**src/rtl/arr_seq_pkg.sv**
```systemverilog
package arr_seq_pkg;
  // bits needed to hold values 0..lim
  function automatic int cnt_bits(input int lim);
    return (lim < 1) ? 1 : $clog2(lim + 1);
  endfunction
endpackage

```
**src/rtl/arr_phase_ctr.sv**
```systemverilog
module arr_phase_ctr
  import arr_seq_pkg::*;
#(
  parameter int LIMIT = 8,
  localparam int W = cnt_bits(LIMIT)
) (
  input  logic         clk,
  input  logic         rst,
  input  logic         run,
  output logic [W-1:0] cnt,
  output logic         done
);
  // Saturating phase counter; done rises at the edge where cnt reaches LIMIT.
  always_ff @(posedge clk) begin
    if (rst || !run) begin
      cnt  <= '0;
      done <= 1'b0;
    end else if (cnt != W'(LIMIT)) begin
      cnt <= cnt + 1'b1;
      if (cnt == W'(LIMIT - 1)) done <= 1'b1;
    end
  end

  // once set, the flag holds while run stays high
  assert_done_holds_R3: assert property (@(posedge clk) disable iff (rst)
    run && $past(run) && $past(done) |-> done);

  // counter never passes its limit
  assert_cnt_bound_R4: assert property (@(posedge clk) disable iff (rst)
    cnt <= W'(LIMIT));
endmodule

```
**src/rtl/arr_in_buf.sv**
```systemverilog
module arr_in_buf #(
  parameter int WORDS = 8,
  parameter int DW    = 8
) (
  input  logic                clk,
  input  logic                rst,
  input  logic                adv,
  input  logic [DW-1:0]       din,
  output logic [WORDS*DW-1:0] q
);
  logic [WORDS-1:0][DW-1:0] w;

  always_ff @(posedge clk) begin
    if (rst) w[0] <= '0;
    else if (adv) w[0] <= din;
  end

  for (genvar i = 1; i < WORDS; i++) begin : g_stage
    always_ff @(posedge clk) begin
      if (rst) w[i] <= '0;
      else if (adv) w[i] <= w[i-1];
    end
  end

  assign q = w;

  // contents move only on an advance
  assert_hold_no_adv_R8: assert property (@(posedge clk) disable iff (rst)
    !adv |=> $stable(q));
endmodule

```
**src/rtl/arr_rate_div.sv**
```systemverilog
module arr_rate_div
  import arr_seq_pkg::*;
#(
  parameter int STEP = 16,
  localparam int DV_W = cnt_bits(STEP - 1)
) (
  input  logic clk,
  input  logic rst,
  input  logic run,
  output logic tick
);
  logic [DV_W-1:0] div;

  always_ff @(posedge clk) begin
    if (rst || !run) div <= '0;
    else if (div == DV_W'(STEP - 1)) div <= '0;
    else div <= div + 1'b1;
  end

  assign tick = run && (div == DV_W'(STEP - 1));

  // two ticks never arrive on adjacent edges
  assert_tick_spacing_R8: assert property (@(posedge clk) disable iff (rst)
    tick |=> !tick);
endmodule

```
**src/rtl/arr_load_seq.sv**
```systemverilog
module arr_load_seq
  import arr_seq_pkg::*;
#(
  parameter int ROWS = 8,
  parameter int COLS = 8,
  parameter int DW   = 8,
  parameter int STEP = 16
) (
  input  logic                  clk,
  input  logic                  rst,
  input  logic                  en,
  input  logic [DW-1:0]         din,
  output logic [ROWS*COLS-1:0]  wload,
  output logic [COLS*DW-1:0]    buf_out,
  output logic                  in_rdy,
  output logic                  w_rdy,
  output logic                  start,
  output logic                  slow
);
  localparam int NPE  = ROWS * COLS;
  localparam int IC_W = cnt_bits(COLS);
  localparam int WC_W = cnt_bits(NPE);

  logic [IC_W-1:0] icnt;
  logic [WC_W-1:0] wcnt;
  logic            tick;
  logic            adv;
  logic [NPE-1:0]  wsel;

  // input-fill phase: COLS edges
  arr_phase_ctr #(.LIMIT(COLS)) u_in_ctr (
    .clk(clk), .rst(rst), .run(en), .cnt(icnt), .done(in_rdy)
  );

  // weight-load phase: one element per edge over the whole grid
  arr_phase_ctr #(.LIMIT(NPE)) u_w_ctr (
    .clk(clk), .rst(rst), .run(en), .cnt(wcnt), .done(w_rdy)
  );

  arr_rate_div #(.STEP(STEP)) u_div (
    .clk(clk), .rst(rst), .run(slow), .tick(tick)
  );

  // fast fill until input ready, then hold, then one advance per STEP
  assign adv = en && (!in_rdy || tick);

  arr_in_buf #(.WORDS(COLS), .DW(DW)) u_buf (
    .clk(clk), .rst(rst), .adv(adv), .din(din), .q(buf_out)
  );

  for (genvar i = 0; i < NPE; i++) begin : g_wsel
    assign wsel[i] = (wcnt == WC_W'(i));
  end

  always_ff @(posedge clk) begin
    if (rst || !en) begin
      wload <= '0;
      start <= 1'b0;
      slow  <= 1'b0;
    end else begin
      wload <= wsel;
      start <= in_rdy && w_rdy && !slow;
      slow  <= in_rdy && w_rdy;
    end
  end

  // strobe is at most one-hot
  assert_strobe_onehot_R5: assert property (@(posedge clk) disable iff (rst)
    $onehot0(wload));

  // start lasts one cycle
  assert_start_single_R6: assert property (@(posedge clk) disable iff (rst)
    start |=> !start);

  // compute mode only with both phases complete
  assert_slow_needs_flags_R7: assert property (@(posedge clk) disable iff (rst)
    slow |-> (in_rdy && w_rdy));

  // weights finish no earlier than input fill
  assert_order_R4: assert property (@(posedge clk) disable iff (rst)
    w_rdy |-> in_rdy);

  // an edge with enable low clears the control outputs
  assert_drop_clears_R9: assert property (@(posedge clk) disable iff (rst)
    !en |=> (!in_rdy && !w_rdy && !slow && !start && wload == '0));
endmodule

```
**config.mk**
```make
export PLATFORM = sky130hd
export DESIGN_NAME = arr_load_seq
export DESIGN_NICKNAME = d
export VERILOG_FILES = /design/src/rtl/arr_seq_pkg.sv /design/src/rtl/arr_phase_ctr.sv /design/src/rtl/arr_in_buf.sv /design/src/rtl/arr_rate_div.sv /design/src/rtl/arr_load_seq.sv
export SDC_FILE = /design/constraint.sdc
export NUM_CORES = 1
export LEC_CHECK = 0
export BUFFER_PORTS_ARGS = -buffer_cell sky130_fd_sc_hd__buf_2
export CORE_MARGIN = 2
export CORE_UTILIZATION = 44
export DETAILED_ROUTE_END_ITERATION = 7
export HOLD_SLACK_MARGIN = 0.12
export PLACE_DENSITY = 0.67
export SYNTH_ARGS = -nofsm -noshare
export SYNTH_HDL_FRONTEND = slang
export SYNTH_SLANG_ARGS = --single-unit
```
**constraint.sdc**
```tcl
create_clock -name clk -period 1.7 [get_ports clk]
set_input_delay 0.17 -clock clk [delete_from_list [all_inputs] [get_ports clk]]
set_output_delay 0.17 -clock clk [all_outputs]
set_load 0.01 [all_outputs]
```
==> impl_metrics.tcl, run 1 <==
set metrics [dict create \
    status "complete, no violations" \
    grt_use_total_pct 21.62 \
    min_from "rst" \
    clock_path_buffers 2 \
    vias 5972 \
    finalNetCount 828 \
    reg2reg_depth 5 \
    p_per_area_nw_per_um2 938.7 \
    cp.required_ns 2.00 \
    p_switching_mw 1.825 \
    pwr-share-seq_pct 47.9 \
    wl_mm 17.51 \
    place_congestion 0.8206 \
    synth_edf_count 0 \
    ys_types 34 \
    fill_cells 1269 \
    ys_async_sr_fraction_pct 0 \
    worstSetupPathType "reg -> reg" \
    grt_first_pass_wirelength_mm 27.72 \
    synth-seq-cells 147 \
    combPwrFrac_pct 4.5 \
    drive_gt1_share_pct 23.94 \
    drc 0 \
    pwr-share-clk_pct 47.6 \
    drt-initial-drc-count 601 \
    p_int_mw 5.503 \
    diodes 0 \
    yosys-top-cells-count "147 x dfxtp_1, 77 x nor2_1, 73 x nand2_1" \
    antenna_found_initial 0 \
    io_buffers 142 \
    worstMarginPinSlew_ns 0.6398 \
    cts_tree "built" \
    initial_core_util_pct 44.67 \
    numCtsBuffers 17 \
    finalSetupViolCount 0 \
    slew_headroom_pct 57.24 \
    hold_violations 0 \
    synth_most_common_cell "dfxtp_1" \
    r2r-start "u_w_ctr.cnt[0]$_SDFFE_PP0P_" \
    max-vdd-ir-drop_mv 0.8609 \
    path_clk_slew_ns 0.06 \
    cts_sinks 147 \
    synthesis.nets 727 \
    p_sw_share_pct 24.90 \
    synth_ff_type "dfxtp_1" \
    min_path_cells 2 \
    overflow 0 \
    hold_ws_ns 0.1758 \
    clk_root_buffer_cell "clkbuf_16" \
    detail_route.first_pass.iterations 5 \
    rows 44 \
    netlist.area_leader.share_pct 45.85 \
    hold_class "in -> reg" \
    crit_fanout 6 \
    grt_pass1_vias 5410 \
    clock_skew_ns 0.006917 \
    grt_max_degree 144 \
    avgViaCountPerCell 5.930 \
    hold_end "u_buf.q[8]$_SDFFE_PP0P_" \
    h-tree-depth 4 \
    core-area_sq_um 14370 \
    syn_avg_cell_area_sq_um 9.053 \
    synthCells 709 \
    area_growth_pct 21.62 \
    finalCritPeriodShare_pct 93.28 \
    p_total_mw 7.328 \
    synthTopCellsByArea "dfxtp_1 46%, nand4b_1 8.7%, nor3b_1 7.5%" \
    r2r_setup_slack_ns 0.11 \
    antenna_left 0 \
    synth_warnings 0 \
    seq_area_frac_synth_pct 45.85 \
    syn_area_sq_um 6419 \
    die_y_um 124.8 \
    post-dp-hpwl_mm 10.66 \
    cp-start-kind "flop" \
    design.die.area_sq_um 15570 \
    crit_path_end_kind "flop" \
    grt_setup_unrepaired "no" \
    finalSetupTns_ns 0 \
    ios 143 \
    synth_top_area_cell "dfxtp_1" \
    p_leak_nw 2.919 \
    max_freq_mhz 630.6 \
    clkLatencyLatePin_ns 0.43 \
    wl_per_cell_um 17.39 \
    drv_cap 0 \
    fp.dieW_um 124.8 \
    finalMaxSlewViolations 0 \
    finalCriticalPeriod_ns 1.586 \
    arrival_ns 1.88 \
    reg2reg_to "u_w_ctr.cnt[1]$_SDFFE_PP0P_" \
]
## power by group through the flow
stage,Combinational [mW],Clock (mW),Sequential (mW)
2_1_floorplan,0.213,0,3.59
3_3_place_gp,0.299,0,3.58
3_5_place_dp,0.309,0,3.59
4_1_cts,0.325,3.55,3.51
5_1_grt,0.355,3.70,3.51
6_report,0.328,3.49,3.51
## kinds of logic (layout without fill, tap and decap cells)
family          count (synthesis)  count (layout)  synth area share [%]
xor+xnor                        7               7                0.9552
simple gates                  318             318                 28.62
mux                             2               2                0.3119
buf+inv                        91             205                 6.998
compound gates                137             137                 15.91
fa+ha+maj                       7               7                 1.364
flops                         147             147                 45.85
## state kept, by name (all words and copies together), names as in the netlist
| signal | flops |
|---|---|
| wload | 64 |
| u_w_ctr.done | 1 |
| u_in_ctr.cnt | 4 |
| u_w_ctr.cnt | 7 |
| u_buf.q | 64 |
| slow | 1 |
| u_in_ctr.done | 1 |
| start | 1 |
| u_div.div | 4 |
## layout make-up
type / instances / area [sq um] / share of cell area, %
multi-input combinational: 471 / 3040 / 38.95
clock inverter: 15 / 123.9 / 1.587
timing repair buffer: 166 / 1016 / 13.01
inverter: 7 / 26.28 / 0.3366
clock buffer: 17 / 425.4 / 5.450
tap: 184 / 230.2 / 2.949
sequential: 147 / 2944 / 37.71
## how the worst max path moves through the flow
stage                                     start                     endpoint  slack (ns)  depth (start not counted)
finish              u_w_ctr.cnt[0]$_SDFFE_PP0P_  u_w_ctr.cnt[1]$_SDFFE_PP0P_        0.11                          5
floorplan           u_w_ctr.cnt[0]$_SDFFE_PP0P_  u_w_ctr.cnt[0]$_SDFFE_PP0P_        0.24                          6
global route        u_w_ctr.cnt[0]$_SDFFE_PP0P_  u_w_ctr.cnt[1]$_SDFFE_PP0P_        0.02                          5
global placement    u_w_ctr.cnt[0]$_SDFFE_PP0P_  u_w_ctr.cnt[0]$_SDFFE_PP0P_        0.26                          5
detailed placement  u_w_ctr.cnt[0]$_SDFFE_PP0P_  u_w_ctr.cnt[1]$_SDFFE_PP0P_        0.09                          5
CTS                 u_w_ctr.cnt[0]$_SDFFE_PP0P_  u_w_ctr.cnt[1]$_SDFFE_PP0P_        0.09                          5
## worst max-delay path: stages, from the launching register on
cell and delay (ns):
dfxtp_1 0.36, inv_1 0.13, ha_1 0.19, nor4bb_2 0.37, and2_1 0.29, o21ai_0 0.13
## stage by stage
step                      cells  cell area [sq um]  worst slack (ns)  utilization (%)
final                      1007               7806            0.1143            54.33
after global placement      967               7171            0.2650            49.90
after detailed placement    967               7171           0.08957            49.90
after CTS                  1007               7800           0.08617            54.28
after floorplan             709               6419            0.2391                -
after global routing       1007               7806           0.01530            54.33
## routing by layer
layer  vias up  GRT usage, %  wire length, um
met2       153         35.71             8775
li1       2847             -                -
met4         0         6.675              185
met5         -             0                0
met3        15         5.412              879
met1      2957         27.85             7671
## timing repair
item / in CTS / in global routing
setup endpoints to repair: 0 / 2
hold endpoints to repair: 8 / 0
buffers inserted: 0 / 0
hold buffers: 8 / 0
gates resized for setup: 0 / 1
## cell usage in the layout, fill, tap and decap left out, drive strengths merged, types with 4 or more instances in the layout
master and n:
clkinv 4, o311ai 64, nand4b 64, buf 158, a31oi 65, dlygate4sd3 8
nand3 21, nor2 77, nand2 73, dfxtp 147, o21ai 4, xnor2 4
nor3b 64, ha 7, clkbuf 17, inv 15
Note: power is estimated with default switching activity, not from simulation.
==> run 2: changes to the inputs <==
- PLACE_DENSITY: 0.67 -> 0.75
==> impl_metrics.tcl, run 2 (synthesized netlist as in run 1, its figures left out) <==
set metrics [dict create \
    status "complete, no violations" \
    core-area_sq_um 14370 \
    avgViaCountPerCell 5.810 \
    drt-initial-drc-count 582 \
    diodes 0 \
    p_per_area_nw_per_um2 946.5 \
    grtUsageMet3_pct 5.284 \
    register_area_sq_um 2944 \
    clock_path_buffers 2 \
    grt_max_degree 114 \
    die_y_um 124.8 \
    finalCritPeriodShare_pct 93.32 \
    wl_mm 17.20 \
    fp.dieW_um 124.8 \
    p_switching_mw 1.907 \
    worstSetupPathType "reg -> reg" \
    overflow 0 \
    clkLatencyLatePin_ns 0.43 \
    met2_usage_pct 32.37 \
    vias 5897 \
    path_clk_slew_ns 0.07 \
    pwr-share-clk_pct 48.3 \
    clock_skew_ns 0.006542 \
    crit_fanout 30 \
    max_freq_mhz 630.3 \
    finalSetupViolCount 0 \
    pwr-share-seq_pct 47.2 \
    combPwrFrac_pct 4.5 \
    fill_cells 1261 \
    worstMarginPinSlew_ns 0.6689 \
    drc 0 \
    crit_path_end_kind "flop" \
    design.die.area_sq_um 15570 \
    place_congestion 0.8084 \
    finalCriticalPeriod_ns 1.586 \
    grt_setup_unrepaired "no" \
    cp_num_buf_inv 1 \
    ios 143 \
    final_common_cell "dfxtp_1" \
    placed_area_sq_um 7218 \
    cp.required_ns 2.00 \
    p_sw_share_pct 25.61 \
    rows 44 \
    busiest_layer "met2" \
    p_leak_nw 2.958 \
    finalNetCount 836 \
    finalMaxSlewViolations 0 \
    arrival_ns 1.89 \
    finalSetupTns_ns 0 \
    slew_headroom_pct 55.41 \
    antenna_left 0 \
    multi_input_area_sq_um 3042 \
    post-dp-hpwl_mm 10.74 \
    grt_use_met1_pct 29.64 \
    drive_gt1_share_pct 24.67 \
    cp-start-kind "flop" \
    cts_setup_buffers 0 \
    p_int_mw 5.539 \
    clk_root_buffer_cell "clkbuf_16" \
    h-tree-depth 4 \
    antenna_found_initial 0 \
    cp_cell_sequence "ha_1 -> and4_4 -> buf_12 -> nand4b_1 -> o311ai_0" \
    drv_cap 0 \
    cpLargestDelayFamily "simple AND/OR/NAND/NOR gates" \
    critical-path-slowest-cell "and4_4" \
    finish.instance_area_sq_um 7866 \
    cts_tree "built" \
    grt_pass1_vias 5152 \
    wl_per_cell_um 16.95 \
    cts_sinks 147 \
    initial_core_util_pct 44.67 \
    detail_route.first_pass.iterations 5 \
    grt_first_pass_wirelength_mm 27.44 \
    cpPeakStageDelay_ns 0.44 \
    mostFrequentLayoutCells "146 x dfxtp_1, 140 x buf_2, 77 x nor2_1" \
    numCtsBuffers 17 \
    io_buffers 142 \
    area_growth_pct 22.55 \
    hold_class "in -> reg" \
    grt_use_total_pct 21.47 \
    max-vdd-ir-drop_mv 0.6743 \
    hold_violations 0 \
]
[run 2: cell count changes in the layout (fill, tap and decap cells not counted)]
cell	change
buf_4	+9
and2_1	-1
o311ai_1	+1
clkinv_2	-3
inv_8	+2
clkbuf_1	+1
o311ai_0	-1
and2_2	+1
buf_12	-1
[run 2: stage by stage]
step / instances / setup WS, ns / hold slack [ns] / power [mW] / utilization, %
2_1_floorplan: 709 / 0.2391 / 0.3238 / 3.804 / -
3_5_place_dp: 975 / 0.1460 / 0.4407 / 3.902 / 50.24
3_3_place_gp: 975 / 0.1745 / 0.4259 / 3.901 / 50.24
4_1_cts: 1015 / 0.1083 / 0.2552 / 7.469 / 54.69
6_report: 1015 / 0.1135 / 0.2719 / 7.445 / 54.75
5_1_grt: 1015 / 0.01898 / 0.2880 / 7.658 / 54.75
[run 2: what timing repair did]
action / in CTS / in global routing
gates resized for setup: 0 / 3
hold endpoints to repair: 8 / 0
setup endpoints to repair: 0 / 6
hold buffers: 8 / 0
[run 2: worst paths after layout]
path                      startpoint                       end  slack, ns  cells past startpoint
max          u_div.div[0]$_SDFF_PP0_  u_buf.q[16]$_SDFFE_PP0P_       0.11                      5
min                              rst      wload[59]$_SDFF_PP0_       0.27                      4
max reg2reg  u_div.div[0]$_SDFF_PP0_  u_buf.q[16]$_SDFFE_PP0P_       0.11                      5
min reg2reg  u_div.div[0]$_SDFF_PP0_   u_div.div[0]$_SDFF_PP0_       0.45                      1
[run 2: power groups by stage]
stage | clock, mW | combinational (mW) | sequential (mW)
global route | 3.78 | 0.361 | 3.52
floorplan | 0 | 0.213 | 3.59
finish | 3.60 | 0.335 | 3.51
global placement | 0 | 0.312 | 3.59
detailed placement | 0 | 0.313 | 3.59
CTS | 3.63 | 0.330 | 3.51
[run 2: area by class of cell]
cell class,count,area share (%)
well taps,184,2.927
inverters,7,0.3340
repair buffers,174,13.52
flip-flops and latches,147,37.43
multi-input cells,471,38.67
clock buffers,18,5.456
clock inverters,14,1.670
[run 2: layer usage]
| layer | part of all wire (%) | routed length, um |
|---|---|---|
| met5 | 0 | 0 |
| met4 | 2.1 | 366 |
| met3 | 6.0 | 1037 |
| met2 | 47 | 8072 |
| met1 | 45 | 7726 |
[run 2: worst min-delay path, stage by stage]
cell and delay [ns]:
buf_4 0.12, nor2b_4 0.12, nand3_1 0.18, nor2_1 0.05
